File: config.mk
export PLATFORM = sky130hd
export DESIGN_NAME = sonet_frame_aligner
export DESIGN_NICKNAME = d
export VERILOG_FILES = /design/src/rtl/sfa_pkg.sv /design/src/rtl/sfa_mode_fsm.sv /design/src/rtl/sfa_pattern_det.sv /design/src/rtl/sfa_byte_asm.sv /design/src/rtl/sonet_frame_aligner.sv
export SDC_FILE = /design/constraint.sdc
export NUM_CORES = 1
export LEC_CHECK = 0
export BUFFER_PORTS_ARGS = -buffer_cell sky130_fd_sc_hd__buf_2
export CORE_MARGIN = 4
export CORE_UTILIZATION = 50
export DETAILED_ROUTE_END_ITERATION = 8
export PLACE_DENSITY = 0.68
export SLEW_MARGIN = 10
export SYNTH_ARGS = -nofsm -noshare
export SYNTH_HDL_FRONTEND = slang
export SYNTH_HIERARCHICAL = 1
export SYNTH_SLANG_ARGS = --single-unit
File: constraint.sdc
create_clock -name clk -period 3 [get_ports clk]
set_input_delay 0.6 -clock clk [delete_from_list [all_inputs] [get_ports clk]]
set_output_delay 0.6 -clock clk [all_outputs]
set_load 0.01 [all_outputs]
File: src/rtl/sfa_pkg.sv
package sfa_pkg;

    typedef enum logic {
        ST_HOLD = 1'b0,
        ST_HUNT = 1'b1
    } mode_t;

    typedef enum logic [1:0] {
        ACT_IDLE    = 2'd0,
        ACT_SHIFT   = 2'd1,
        ACT_EMIT    = 2'd2,
        ACT_REALIGN = 2'd3
    } asm_act_t;

endpackage

File: src/rtl/sfa_mode_fsm.sv
module sfa_mode_fsm
    import sfa_pkg::*;
(
    input  logic clk,
    input  logic rst_n,
    input  logic oof,
    output logic hunt
);

    mode_t state_q;
    mode_t state_d;

    always_comb begin
        state_d = state_q;
        unique case (state_q)
            ST_HOLD: if (oof)  state_d = ST_HUNT;
            ST_HUNT: if (!oof) state_d = ST_HOLD;
            default: state_d = ST_HOLD;
        endcase
    end

    always_ff @(posedge clk) begin
        if (!rst_n) state_q <= ST_HOLD;
        else        state_q <= state_d;
    end

    always_comb begin
        hunt = (state_q == ST_HUNT);
    end

endmodule

File: src/rtl/sfa_pattern_det.sv
module sfa_pattern_det #(
    parameter int          BYTE_W  = 8,
    parameter int          A1_CNT  = 3,
    parameter int          A2_CNT  = 3,
    parameter logic [7:0]  A1_BYTE = 8'hF6,
    parameter logic [7:0]  A2_BYTE = 8'h28
) (
    input  logic              clk,
    input  logic              rst_n,
    input  logic              bit_in,
    input  logic              bit_vld,
    output logic              hit,
    output logic [BYTE_W-1:0] last_byte
);

    localparam int N_BYTES = A1_CNT + A2_CNT;
    localparam int PAT_W   = N_BYTES * BYTE_W;

    function automatic logic [PAT_W-1:0] build_pattern();
        logic [PAT_W-1:0] p;
        p = '0;
        for (int i = 0; i < N_BYTES; i++) begin
            p = p << BYTE_W;
            p[BYTE_W-1:0] = (i < A1_CNT) ? A1_BYTE[BYTE_W-1:0] : A2_BYTE[BYTE_W-1:0];
        end
        return p;
    endfunction

    localparam logic [PAT_W-1:0] PATTERN = build_pattern();

    logic [PAT_W-1:0] win_q;
    logic [PAT_W-1:0] win_d;

    always_comb begin
        win_d     = {win_q[PAT_W-2:0], bit_in};
        hit       = bit_vld && (win_d == PATTERN);
        last_byte = win_d[BYTE_W-1:0];
    end

    always_ff @(posedge clk) begin
        if (!rst_n)       win_q <= '0;
        else if (bit_vld) win_q <= win_d;
    end

endmodule

File: src/rtl/sfa_byte_asm.sv
module sfa_byte_asm
    import sfa_pkg::*;
#(
    parameter int BYTE_W = 8
) (
    input  logic              clk,
    input  logic              rst_n,
    input  logic              bit_vld,
    input  logic              hit,
    input  logic              hunt,
    input  logic [BYTE_W-1:0] last_byte,
    output logic [BYTE_W-1:0] byte_q,
    output logic              stb_q,
    output logic              fp_q
);

    localparam int              PH_W    = (BYTE_W > 1) ? $clog2(BYTE_W) : 1;
    localparam logic [PH_W-1:0] PH_LAST = PH_W'(BYTE_W - 1);

    logic [PH_W-1:0] ph_q;
    asm_act_t        act;

    always_comb begin
        if (!bit_vld)             act = ACT_IDLE;
        else if (hunt && hit)     act = ACT_REALIGN;
        else if (ph_q == PH_LAST) act = ACT_EMIT;
        else                      act = ACT_SHIFT;
    end

    always_ff @(posedge clk) begin
        if (!rst_n) begin
            ph_q   <= '0;
            byte_q <= '0;
            stb_q  <= 1'b0;
            fp_q   <= 1'b0;
        end else begin
            unique case (act)
                ACT_IDLE: begin
                    stb_q <= 1'b0;
                    fp_q  <= 1'b0;
                end
                ACT_SHIFT: begin
                    ph_q  <= ph_q + 1'b1;
                    stb_q <= 1'b0;
                    fp_q  <= 1'b0;
                end
                ACT_EMIT: begin
                    ph_q   <= '0;
                    byte_q <= last_byte;
                    stb_q  <= 1'b1;
                    fp_q   <= 1'b0;
                end
                ACT_REALIGN: begin
                    ph_q   <= '0;
                    byte_q <= last_byte;
                    stb_q  <= 1'b1;
                    fp_q   <= 1'b1;
                end
                default: begin
                    stb_q <= 1'b0;
                    fp_q  <= 1'b0;
                end
            endcase
        end
    end


    fp_only_hunt_chk: assert property (@(posedge clk) disable iff (!rst_n)
        fp_q |-> $past(hunt));


    stb_needs_bit_chk: assert property (@(posedge clk) disable iff (!rst_n)
        stb_q |-> $past(bit_vld));

endmodule

File: src/rtl/sonet_frame_aligner.sv
module sonet_frame_aligner #(
    parameter int          BYTE_W  = 8,
    parameter int          A1_CNT  = 3,
    parameter int          A2_CNT  = 3,
    parameter logic [7:0]  A1_BYTE = 8'hF6,
    parameter logic [7:0]  A2_BYTE = 8'h28
) (
    input  logic              clk,
    input  logic              rst_n,
    input  logic              ser_bit,
    input  logic              ser_vld,
    input  logic              oof,
    input  logic              los,
    output logic [BYTE_W-1:0] par_data,
    output logic              par_stb,
    output logic              frame_pulse
);

    logic              hunt;
    logic              hit;
    logic [BYTE_W-1:0] last_byte;
    logic [BYTE_W-1:0] byte_q;

    sfa_mode_fsm u_mode (
        .clk   (clk),
        .rst_n (rst_n),
        .oof   (oof),
        .hunt  (hunt)
    );

    sfa_pattern_det #(
        .BYTE_W  (BYTE_W),
        .A1_CNT  (A1_CNT),
        .A2_CNT  (A2_CNT),
        .A1_BYTE (A1_BYTE),
        .A2_BYTE (A2_BYTE)
    ) u_det (
        .clk       (clk),
        .rst_n     (rst_n),
        .bit_in    (ser_bit),
        .bit_vld   (ser_vld),
        .hit       (hit),
        .last_byte (last_byte)
    );

    sfa_byte_asm #(
        .BYTE_W (BYTE_W)
    ) u_asm (
        .clk       (clk),
        .rst_n     (rst_n),
        .bit_vld   (ser_vld),
        .hit       (hit),
        .hunt      (hunt),
        .last_byte (last_byte),
        .byte_q    (byte_q),
        .stb_q     (par_stb),
        .fp_q      (frame_pulse)
    );

    always_comb begin
        par_data = los ? '0 : byte_q;
    end


    fp_with_stb_chk: assert property (@(posedge clk) disable iff (!rst_n)
        frame_pulse |-> par_stb);


    fp_byte_a2_chk: assert property (@(posedge clk) disable iff (!rst_n)
        (frame_pulse && !los) |-> (par_data == A2_BYTE[BYTE_W-1:0]));

endmodule

==> metrics.csv <==
metric,value,unit
status,"complete, no violations",
synth-seq-cells,61,
initial_core_util,52.34,%
setup_tns,0,ns
syn_inst,226,
path_cells,nand4bb_1 > or4_1 > nor4_2 > a21oi_4 > o21a_4 > a22o_1,
drc,0,
die_h,78.78,um
ios,16,
mostFrequentLayoutCell,dfxtp_1,
hold_viol_final,0,
cts_tree,built,
drtIter0Drc,59,
synthArstFlopShare,0,%
cts_hold_buffers,0,
p_leak,1.087,nW
grt_pass1_wl,6872,um
worstSetupPathType,reg2reg,
clkLatencyLatePin,0.33,ns
worstHoldEndpoint,u_asm/byte_q[5],
hp-class,reg2reg,
post_route_cells_drive_above_1_share,14.58,%
reg2regPathDepth,6,
area_growth,8.991,%
portBuffers,15,
antenna_found_initial,0,
fin_util,57.05,%
r2r-start,u_det/win_q[6],
whs_path_depth,1,
ys_seq_area_share,48.75,%
endpoint_kind,register,
slowest_delay,0.51,ns
cts_resized,0,
clockBufferDepth,2,
finalSetupViolCount,0,
cp_top_family,simple AND/OR/NAND/NOR gates,
min_from,u_asm/byte_q[5],
required,3.22,ns
numCtsBuffers,9,
mostFrequentLayoutCells,"dfxtp_1 (61), nor2b_1 (55), mux2i_1 (47)",
syn-num-nets,234,
htree_levels,3,
yosys_warnings,6,
routed_wl,3955,um
synth_cell_type_count,26,
synth_edf_count,0,
synth_ff_type,dfxtp_1,
ant_nets,0,
via_per_inst,4.954,
fin_nets,244,
critPathMaxFanout,8,
grt_remaining_overflow,0,
worst_slew_pin_slew,0.4440,ns
rsz0062_at_grt,no,
first_pass_iters,4,
clk_pin_slew,0.06,ns
timing.fmax,457.5,MHz
num_vias,1521,
die_width,78.78,um
rows,25,
syn_avg_cell_area,11.08,um2
drv_slew,0,
wl_per_cell,12.88,um
cts_root_buf,clkbuf_8,
arrival,2.40,ns
max_slew_margin,69.99,%
grt_pass1_vias,1436,
place_congestion,0.7518,
die_area,6206,um2
diodes,0,
skew,0.004927,ns
cp.buffers_inverters,0,
worstSetupStartpointType,register,
ff2ff_setup_slack,0.81,ns
period_minus_slack,2.186,ns
synth_area,2505,um2
irDropWorstVdd,0.3175,mV
fin_crit_sh,72.87,%
core_area,4786,um2
grt_usage,14.31,%
slowest_stage,or4_1,
cts_setup_buffers,0,
pwr_density_cell,541.8,nW/um2
grt_max_degree,34,
dpl.hpwl,2625,um
drv_cap,0,
r2r-end,u_asm/byte_q[6],
cts_sinks,61,
-- through the flow --
stage	setup WS [ns]	instances	area [um2]	hold slack, ns	total power, mW
after CTS	0.8071	307	2730	0.4636	1.498
after global placement	0.6925	292	2571	0.4562	0.9013
after global routing	0.6440	307	2730	0.4885	1.538
after detailed placement	0.6036	292	2571	0.4617	0.9007
after floorplan	0.7396	226	2505	0.4409	0.8902
final	0.8140	307	2730	0.4726	1.479
-- metal layers --
| metal | vias to the layer above | share of wire, % | track usage [%] |
|---|---|---|---|
| met1 | 690 | 54 | 18.82 |
| met2 | 31 | 39 | 19.78 |
| met5 | - | 0 | 0 |
| li1 | 792 | - | - |
| met4 | 0 | 2.2 | 8.217 |
| met3 | 8 | 5.0 | 5.556 |
-- Yosys cell counts, drive strengths merged (3+ instances only) --
library cell	count	area, um2
a21boi	3	22.52
nand4b	3	26.28
nor2b	55	344.1
clkbuf	6	22.52
mux2i	47	470.5
dfxtp	61	1221
nand2	5	18.77
nor4b	5	43.79
a22o	8	70.07
buf	13	92.59
nand3	4	20.02
-- cells by family (layout without fill, tap and decap cells) --
logic type | count (synthesis) | count (layout) | synth area share [%]
adder cells (fa/ha/maj) | 2 | 2 | 0.9988
AND/OR/NAND/NOR | 83 | 83 | 21.78
multiplexers | 47 | 47 | 18.78
buffers and inverters | 20 | 34 | 4.745
AO/OA/AOI/OAI | 13 | 13 | 4.945
flip-flops | 61 | 61 | 48.75
-- sequential cells by signal, indices dropped and copies added (netlist names) --
register,cells
u_asm/byte_q,8
u_asm/fp_q,1
u_asm/ph_q,3
u_asm/stb_q,1
u_det/win_q,47
u_mode/hunt,1
-- cell type report --
type | instances | area, um2
tap | 67 | 83.83
timing repair buffer | 18 | 97.59
clock inverter | 2 | 10.01
inverter | 1 | 3.754
sequential | 61 | 1221
multi-input combinational | 145 | 1165
clock buffer | 13 | 148.9
fill | 434 | 2056
-- power breakdown --
group	total, mW	internal, mW	leakage, nW	switching, mW
clock	0.596	0.315	0.0833	0.281
combinational	0.0643	0.0305	0.512	0.0338
sequential	0.819	0.815	0.492	0.00412
-- worst max path at each step --
stage | startpoint | end | slack, ns | cells after the start
global placement | ser_bit | u_asm/byte_q[2] | 0.69 | 7
CTS | u_det/win_q[4] | u_asm/byte_q[6] | 0.81 | 6
floorplan | ser_vld | u_asm/byte_q[0] | 0.74 | 8
finish | u_det/win_q[6] | u_asm/byte_q[6] | 0.81 | 6
global route | u_det/win_q[4] | u_asm/byte_q[3] | 0.64 | 6
detailed placement | ser_bit | u_asm/byte_q[6] | 0.60 | 7
No activity file was read; power rests on OpenSTA's default activity.
